===== src/rtl/mram_pwr_seq_pkg.sv =====
// Shared definitions for the memory power sequencer: one-hot state indices.
// Assumes every state vector in the block is NST bits wide with exactly one bit set.
package mram_pwr_seq_pkg;
    localparam int NST       = 6;
    localparam int S_OFF     = 0;  // supply not good
    localparam int S_START   = 1;  // startup hold counting
    localparam int S_RDY     = 2;  // operational, accesses allowed
    localparam int S_SENTER  = 3;  // sleep pin high, minimum width counting
    localparam int S_SLEEP   = 4;  // asleep until request drops
    localparam int S_EXIT    = 5;  // post-exit initialisation wait
    localparam logic [NST-1:0] ST_OFF_VEC = NST'(1) << S_OFF;
endpackage


===== src/rtl/mram_seq_timer.sv =====
// Shared down-counter for all timed states.
// Loads LOAD value on load_i, then decrements to zero and holds; done_o is high at zero.
// Assumes the caller loads (value - 1) so that a state lasts exactly value cycles.
module mram_seq_timer #(
    parameter int CW = 17
) (
    input  logic          clk,
    input  logic          rst_n,
    input  logic          load_i,
    input  logic [CW-1:0] load_val_i,
    output logic          done_o
);
    logic [CW-1:0] cnt;

    // Count register: load on state entry, otherwise count down to zero.
    always_ff @(posedge clk) begin
        if (!rst_n)
            cnt <= '0;
        else if (load_i)
            cnt <= load_val_i;
        else if (cnt != '0)
            cnt <= cnt - 1'b1;
    end

    assign done_o = (cnt == '0);
endmodule


===== src/rtl/mram_seq_fsm.sv =====
// One-hot control state machine of the power sequencer.
// Supply loss has priority over every transition. Requests timer loads on state entry.
// Assumes tmr_done_i reflects the count loaded when the current state was entered.
module mram_seq_fsm
    import mram_pwr_seq_pkg::*;
#(
    parameter int STARTUP_CYC   = 100000,
    parameter int SLEEP_MIN_CYC = 2,
    parameter int EXIT_WAIT_CYC = 5000,
    parameter int CW            = 17
) (
    input  logic           clk,
    input  logic           rst_n,
    input  logic           supply_ok_i,
    input  logic           sleep_req_i,
    input  logic           bus_busy_i,
    input  logic           tmr_done_i,
    output logic [NST-1:0] st_o,
    output logic           load_o,
    output logic [CW-1:0]  load_val_o
);
    logic [NST-1:0] st, nxt;

    // Next-state decode; supply loss overrides everything.
    always_comb begin
        nxt = '0;
        if (!supply_ok_i) begin
            nxt[S_OFF] = 1'b1;
        end else begin
            unique case (1'b1)
                st[S_OFF]:    nxt[S_START] = 1'b1;
                st[S_START]:  if (tmr_done_i) nxt[S_RDY] = 1'b1;
                              else            nxt[S_START] = 1'b1;
                st[S_RDY]:    if (sleep_req_i && !bus_busy_i) nxt[S_SENTER] = 1'b1;
                              else                            nxt[S_RDY]    = 1'b1;
                st[S_SENTER]: if (tmr_done_i) nxt[S_SLEEP] = 1'b1;
                              else            nxt[S_SENTER] = 1'b1;
                st[S_SLEEP]:  if (!sleep_req_i) nxt[S_EXIT]  = 1'b1;
                              else              nxt[S_SLEEP] = 1'b1;
                st[S_EXIT]:   if (tmr_done_i) nxt[S_RDY]  = 1'b1;
                              else            nxt[S_EXIT] = 1'b1;
                default:      nxt[S_OFF] = 1'b1;
            endcase
        end
    end

    // Timer load request and value for the state being entered.
    always_comb begin
        load_o = (nxt != st);
        if (nxt[S_START])
            load_val_o = CW'(STARTUP_CYC - 1);
        else if (nxt[S_SENTER])
            load_val_o = CW'(SLEEP_MIN_CYC - 1);
        else if (nxt[S_EXIT])
            load_val_o = CW'(EXIT_WAIT_CYC - 1);
        else
            load_val_o = '0;
    end

    // State register.
    always_ff @(posedge clk) begin
        if (!rst_n)
            st <= ST_OFF_VEC;
        else
            st <= nxt;
    end

    assign st_o = st;
endmodule


===== src/rtl/mram_pwr_seq.sv =====
// Top of the memory power-up and sleep/reset sequencer.
// Combines the two supply inputs, runs the state machine and a shared timer,
// and decodes the sleep pin, the enable override and ready from the state.
// Assumes supply inputs are already synchronous to clk; all delays >= 1 cycle.
module mram_pwr_seq
    import mram_pwr_seq_pkg::*;
#(
    parameter int STARTUP_CYC   = 100000,
    parameter int SLEEP_MIN_CYC = 2,
    parameter int EXIT_WAIT_CYC = 5000
) (
    input  logic clk,
    input  logic rst_n,
    input  logic pwr_good_i,
    input  logic brownout_i,
    input  logic sleep_req_i,
    input  logic bus_busy_i,
    output logic zz_o,
    output logic force_ctl_hi_o,
    output logic ready_o
);
    localparam int MAXC = (STARTUP_CYC > EXIT_WAIT_CYC)
                        ? ((STARTUP_CYC > SLEEP_MIN_CYC) ? STARTUP_CYC : SLEEP_MIN_CYC)
                        : ((EXIT_WAIT_CYC > SLEEP_MIN_CYC) ? EXIT_WAIT_CYC : SLEEP_MIN_CYC);
    localparam int CW   = $clog2(MAXC + 1);

    logic           supply_ok;
    logic [NST-1:0] st;
    logic           tmr_load, tmr_done;
    logic [CW-1:0]  tmr_val;

    assign supply_ok = pwr_good_i & ~brownout_i;

    mram_seq_fsm #(
        .STARTUP_CYC  (STARTUP_CYC),
        .SLEEP_MIN_CYC(SLEEP_MIN_CYC),
        .EXIT_WAIT_CYC(EXIT_WAIT_CYC),
        .CW           (CW)
    ) u_fsm (
        .clk        (clk),
        .rst_n      (rst_n),
        .supply_ok_i(supply_ok),
        .sleep_req_i(sleep_req_i),
        .bus_busy_i (bus_busy_i),
        .tmr_done_i (tmr_done),
        .st_o       (st),
        .load_o     (tmr_load),
        .load_val_o (tmr_val)
    );

    mram_seq_timer #(.CW(CW)) u_tmr (
        .clk       (clk),
        .rst_n     (rst_n),
        .load_i    (tmr_load),
        .load_val_i(tmr_val),
        .done_o    (tmr_done)
    );

    // Output decode from the registered one-hot state.
    always_comb begin
        zz_o           = st[S_SENTER] | st[S_SLEEP];
        force_ctl_hi_o = ~st[S_RDY];
        ready_o        = st[S_RDY] & ~sleep_req_i;
    end
endmodule


===== config.mk =====
export PLATFORM = sky130hd
export DESIGN_NAME = mram_pwr_seq
export DESIGN_NICKNAME = d
export VERILOG_FILES = /design/src/rtl/mram_pwr_seq_pkg.sv /design/src/rtl/mram_seq_timer.sv /design/src/rtl/mram_seq_fsm.sv /design/src/rtl/mram_pwr_seq.sv
export SDC_FILE = /design/constraint.sdc
export NUM_CORES = 1
export LEC_CHECK = 0
export BUFFER_PORTS_ARGS = -buffer_cell sky130_fd_sc_hd__clkbuf_2
export CORE_UTILIZATION = 25
export DETAILED_ROUTE_END_ITERATION = 7
export GPL_TIMING_DRIVEN = 1
export PLACE_DENSITY_LB_ADDON = 0.15
export SETUP_SLACK_MARGIN = 0.15
export SLEW_MARGIN = 0
export SYNTH_ARGS = -nofsm -noshare
export SYNTH_HDL_FRONTEND = slang
export SYNTH_SLANG_ARGS = --single-unit
export TNS_END_PERCENT = 5

===== constraint.sdc =====
create_clock -name clk -period 3.3 [get_ports clk]
set_clock_uncertainty 0.2 [all_clocks]
set_input_delay 0.33 -clock clk [delete_from_list [all_inputs] [get_ports clk]]
set_output_delay 0.33 -clock clk [all_outputs]
set_load 0.03 [all_outputs]

* Word level (Yosys, flattened, before mapping)
Cells that the tools add are included.
Widths: inputs -> output; s select.
** Operators by class
- Add/subtract/negate cells :: 1
- Multiply operators :: 0
- Div/mod/pow operators :: 0
- $lt $le $gt $ge :: 0
- Eq/ne operators :: 1
- Shift operators :: 0
- Multiplexer cells :: 19
- Bitwise logic cells :: 6
- Reduce and logical (&&, ||, !) cells :: 7
** Operator list (count)
- $mux 17 :: 4
- $logic_not 17->1 :: 1
- $reduce_bool 17->1 :: 1
- $sub 17x1->17 const B :: 1
- $mux 13 :: 1
- $pmux 1 s2 :: 5
- $mux 1 :: 8
- $ne 6x6->1 :: 1
- $reduce_or 6->1 :: 1
- $mux 5 :: 1
- $not 1->1 :: 3
- $and 1x1->1 :: 2
- $reduce_bool 2->1 :: 1
- $reduce_or 2->1 :: 1
- $logic_and 1x1->1 :: 1
- $logic_not 1->1 :: 1
- $or 1x1->1 :: 1
** Storage, ports and cells
- Flip-flop bits (word level) :: 23
- Latch bits :: 0
- Memory bits (writable) :: 0
- Bits in read-only memories :: 0
- Bits of input ports :: 6
- Output and inout port bits :: 3
- Word-level logic and storage cells :: 36
- Memories kept :: 0

* Depth between registers and ports, before layout
- Depth after elaboration :: 9
- Gate-level depth with buffers :: 10
- Depth with buffers taken out :: 8

* Modules after synthesis
From an unflattened synthesis, not the netlist that was laid out.
** Second synthesis, totals
- Cell total of the unflattened synthesis :: 177
- Area, all modules :: 1423.9 um^2
** By module, submodules not included
- mram_seq_timer :: times used 1, cells each 111, area each 919.6 um^2, seq. area each 340.3 um^2
- mram_seq_fsm :: times used 1, cells each 62, area each 481.7 um^2, seq. area each 120.1 um^2
- mram_pwr_seq :: times used 1, cells each 4, area each 22.5 um^2, seq. area each 0.0 um^2

* Least setup slack after synthesis
OpenSTA, ideal clock, no wires.
- Kind :: register to register
- Start point :: register u_fsm.st[1] (netlist: u_fsm.st_o[1])
- End point :: register u_tmr.cnt[1]
- Library setup time :: 67 ps
- Arrival time :: 2221 ps
- Required time :: 3033 ps
- Slack :: 812 ps
- Stages on the path, launching flop included :: 8
- Path buffers :: 1
- Clock period less this slack :: 2488 ps
- Cell sequence :: dfxtp_1 -> or4_4 -> or4_4 -> o41ai_2 -> o311ai_2 -> or3b_1 -> buf_2 -> o21ai_2
** On the way
- Cells in the longest elaborated chain, start to end :: 5
- Elaborated cells on any way between the ends :: 11
- Classes of those cells :: eq/ne: 1; mux: 7; reduce/logical: 3
** Ends and longest elaborated chain
- from (decl) :: RTL line mram_seq_fsm.sv:22 : logic [NST-1:0] st, nxt;
- from (signal assigned) :: RTL line mram_seq_fsm.sv:65 : st <= nxt;
- $reduce_or 6->1 (no line) / $reduce_or 2->1 (equally long branches)
- $mux 1 / $pmux 1 s2 (equally long branches) :: RTL line mram_seq_fsm.sv:30 : unique case (1'b1)
- $mux 1 / $mux 5 (equally long branches) :: RTL line mram_seq_fsm.sv:27 : if (!supply_ok_i) begin
- $ne 6x6->1 :: RTL line mram_seq_fsm.sv:49 : load_o = (nxt != st);
- $mux 17 / $reduce_bool 2->1 (equally long branches)
- to (signal assigned) :: RTL line mram_seq_timer.sv:20 : cnt <= load_val_i;
- to (signal assigned) :: RTL line mram_seq_timer.sv:22 : cnt <= cnt - 1'b1;
- to (decl) :: RTL line mram_seq_timer.sv:13 : logic [CW-1:0] cnt;
Parallel ways exist; a longest one is shown, timed or not.
A chain may end at the register's enable or synchronous reset.

* Final worst setup path
- Start point :: register u_tmr.cnt[0]
- End point :: register u_tmr.cnt[1]
** On the way
- Cells in the longest elaborated chain, start to end :: 8
- Elaborated cells on any way between the ends :: 18
- Classes of those cells :: add/sub: 1; eq/ne: 1; mux: 13; reduce/logical: 3
** Ends and longest elaborated chain
- $logic_not 17->1 :: RTL line mram_seq_timer.sv:25 : assign done_o = (cnt == '0);
- $mux 1 :: RTL line mram_seq_fsm.sv:32, mram_seq_fsm.sv:36, mram_seq_fsm.sv:40
- $pmux 1 s2 :: RTL line mram_seq_fsm.sv:30
- $mux 5 :: RTL line mram_seq_fsm.sv:27
- $mux 13 :: RTL line mram_seq_fsm.sv:54 : else if (nxt[S_EXIT])
- $mux 17 :: RTL line mram_seq_fsm.sv:52 : else if (nxt[S_SENTER])
- $mux 17 :: RTL line mram_seq_fsm.sv:50 : if (nxt[S_START])
- $mux 17 :: RTL line mram_seq_timer.sv:19 : else if (load_i)
Parallel ways exist; a longest one is shown, timed or not. The select of a mux whose other input is x is not followed.

==> results_dict.tcl <==
set metrics [dict create \
    status "finished, final reports clean" \
    period_share_pct 85.3 \
    ff2ff_path_depth 8 \
    final_cells 229 \
    yosys-top-cells-count "dfxtp_1, nor2_1, xnor2_1" \
    hpwl_um 2350 \
    cp-startpoint "u_tmr.cnt[0]$_SDFFE_PN0P_" \
    die_area_sq_um 5390 \
    whs_ns 0.116 \
    overflow 0 \
    drive_gt1_share_pct 15.4 \
    cts_tree "done" \
    final_nets 171 \
    grt_pass1_vias 1059 \
    place_area_sq_um 1390 \
    postCtsSetupBuffers 0 \
    p_per_area_nw_per_um2 982 \
    dieHeight_um 73.4 \
    cp-end-kind "flip-flop" \
    yosysMostFrequentCell "dfxtp_1" \
    dp_cells 225 \
    fill_cells 546 \
    avgRoutedWirePerCell_um 13.5 \
    p_clk_share_pct 13.0 \
    ioPinCount 9 \
    vias 1129 \
    port_buffers 8 \
    wl_um 3090 \
    place_ws_ns 0.452 \
    ir_worst_vdd_v 0.000242 \
    tritoncts.num_buffers 3 \
    path_class "reg -> reg" \
    synth_top_family_by_area "simple AND/OR/NAND/NOR gates" \
    yosys.area_share.simple_pct 25.1 \
    seq_power_share_pct 32.2 \
    initial_core_util_pct 26.5 \
    area_growth_pct 12.8 \
    cp_max_fo 8 \
    via_per_inst 4.93 \
    maxCapViolCount 0 \
    syn_inst 152 \
    reg2reg_to "u_tmr.cnt[1]$_SDFFE_PN0P_" \
    synth-adder-area-share_pct 1.96 \
    fmax_mhz 355 \
    h-tree-depth 1 \
    hp-class "in -> reg" \
    startpoint_type "flip-flop" \
    netlist.area_leader.share_pct 36.1 \
    yosysSeqAreaShare_pct 36.1 \
    min_from "rst_n" \
    synth_compound_area_share_pct 19.9 \
    synthArstFlopShare_pct 0 \
    cts.path.max_buffers 2 \
    drc 0 \
    cts_root_buf "clkbuf_8" \
    rsz0062_at_grt "no" \
    antenna_left 0 \
    synthTopCellsByArea "dfxtp_1, xnor2_1, nor2_1" \
    combPwrFrac_pct 54.7 \
    period_needed_ns 2.81 \
    synth-edff-count 0 \
    p_sw_share_pct 44.1 \
    synth_ff_type "dfxtp_1" \
    design_area_sq_um 1440 \
    hold_violations 0 \
    setup_tns_ns 0 \
    core_area_sq_um 4820 \
    syn-mean-instance-area_sq_um 8.39 \
    holdBufCountCts 0 \
    setup_violations 0 \
    track_usage_pct 12.8 \
    cts.sink_count 23 \
    intPower_w 0.000790 \
    r2r_start "u_tmr.cnt[0]$_SDFFE_PN0P_" \
    syn-cell-area_sq_um 1270 \
    setup_ws_ns 0.486 \
    syn-num-nets 160 \
    antennaDiodeCount 0 \
    final-max-slew-violation-count 0 \
    gp_congestion 0.813 \
    dieWidth_um 73.4 \
    ys_seq_elements 23 \
    yosysWarnings 0 \
    grt_max_degree 14 \
    synth-xor-area-share_pct 11.0 \
    critical_path_required_ns 3.24 \
    ys_types 43 \
    drt-pass1-iter-count 4 \
    leakagePower_nw 0.547 \
    power.switching_w 0.000623 \
    initialDrtViolationCount 82 \
    grt_pass1_wl_um 5160 \
    worst_slew_pin_slew_ns 0.528 \
    post_cts_resized 0 \
    min_to "u_fsm.st_o[0]$_SDFF_PN1_" \
    slew_headroom_pct 64.8 \
    yosysTopAreaCell "dfxtp_1" \
    r2r_slack_ns 0.49 \
    min_path_cells 2 \
    rows 25 \
    worstPathArrival_ns 2.76 \
    clkTransAtPathRegs_ns 0.09 \
    antenna_found_initial 0 \
    clk_latency_ns 0.27 \
    muxShareOfSynthArea_pct 0.785 \
]
-- sequential cells by signal, indices dropped and copies added (netlist names) --
name and count:
u_fsm.st_o 6, u_tmr.cnt 17
-- power by group through the flow --
stage          sequential (W)  combinational [W]  clock (W)
2_1_floorplan        0.000413           0.000499          0
3_3_place_gp         0.000459           0.000764          0
3_5_place_dp         0.000462           0.000768          0
4_1_cts              0.000456           0.000774   0.000192
5_1_grt              0.000470           0.000872   0.000203
6_report             0.000455           0.000773   0.000184
-- per-layer routing --
metal | track usage, % | vias up | wire length (um)
li1 | - | 558 | -
met1 | 17.3 | 533 | 1550
met2 | 19.2 | 29 | 1340
met3 | 2.61 | 9 | 120
met4 | 6.41 | 0 | 76
met5 | 0 | - | 0
-- worst max-delay path, stage by stage, from the launching register on --
cell	delay, ns
dfxtp_1	0.37
inv_1	0.10
ha_1	0.15
nor4b_1	0.26
nand4_1	0.33
or2_0	0.43
o311ai_2	0.40
or3b_1	0.35
o21ai_2	0.10
-- cells in the final DEF, fill, tap and decap left out, types with 2 or more instances in the layout --
master    synthesis  final
dfxtp_1          23     23
nor2_1           18     18
xnor2_1          10     10
nand2_1           9      9
inv_1             8      8
o21ai_0           8      8
clkbuf_2          0      8
o21ai_1           7      7
nor3_1            6      6
a21oi_1           6      6
xor2_1            6      6
or4_1             4      4
nand2b_1          3      3
nor2b_1           3      3
nand3_1           3      3
clkbuf_8          0      3
buf_4             0      3
or2_2             2      2
or4_4             2      2
o31ai_1           2      2
o32ai_1           2      2
o21ai_2           2      2
ha_1              2      2
-- per-stage QoR --
step	util (%)	power [W]
6_report	29.8	0.00141
5_1_grt	29.8	0.00154
4_1_cts	29.7	0.00142
3_5_place_dp	28.8	0.00123
3_3_place_gp	28.8	0.00122
2_1_floorplan	-	0.000912
-- cell type report --
| cell class | count | area, sq um | share of cell area, % |
|---|---|---|---|
| multi-input combinational | 116 | 754 | 52.5 |
| clock inverter | 1 | 5.00 | 0.348 |
| tap | 67 | 83.8 | 5.83 |
| timing repair buffer | 11 | 62.6 | 4.35 |
| inverter | 8 | 30.0 | 2.09 |
| sequential | 23 | 460 | 32.0 |
| clock buffer | 3 | 41.3 | 2.87 |
-- how the worst max path moves through the flow --
stage / slack, ns / endpoint
floorplan: 0.81 / u_tmr.cnt[1]$_SDFFE_PN0P_
global route: 0.19 / u_tmr.cnt[7]$_SDFFE_PN0P_
global placement: 0.47 / u_tmr.cnt[9]$_SDFFE_PN0P_
detailed placement: 0.45 / u_tmr.cnt[7]$_SDFFE_PN0P_
finish: 0.49 / u_tmr.cnt[1]$_SDFFE_PN0P_
CTS: 0.43 / u_tmr.cnt[7]$_SDFFE_PN0P_
-- kinds of logic after synthesis --
logic type               Yosys count
flip-flops                        23
AO/OA/AOI/OAI                     37
multiplexers                       1
buffers and inverters             13
adder cells (fa/ha/maj)            2
XOR/XNOR                          16
AND/OR/NAND/NOR                   60
(Power assumes the default switching activity.)
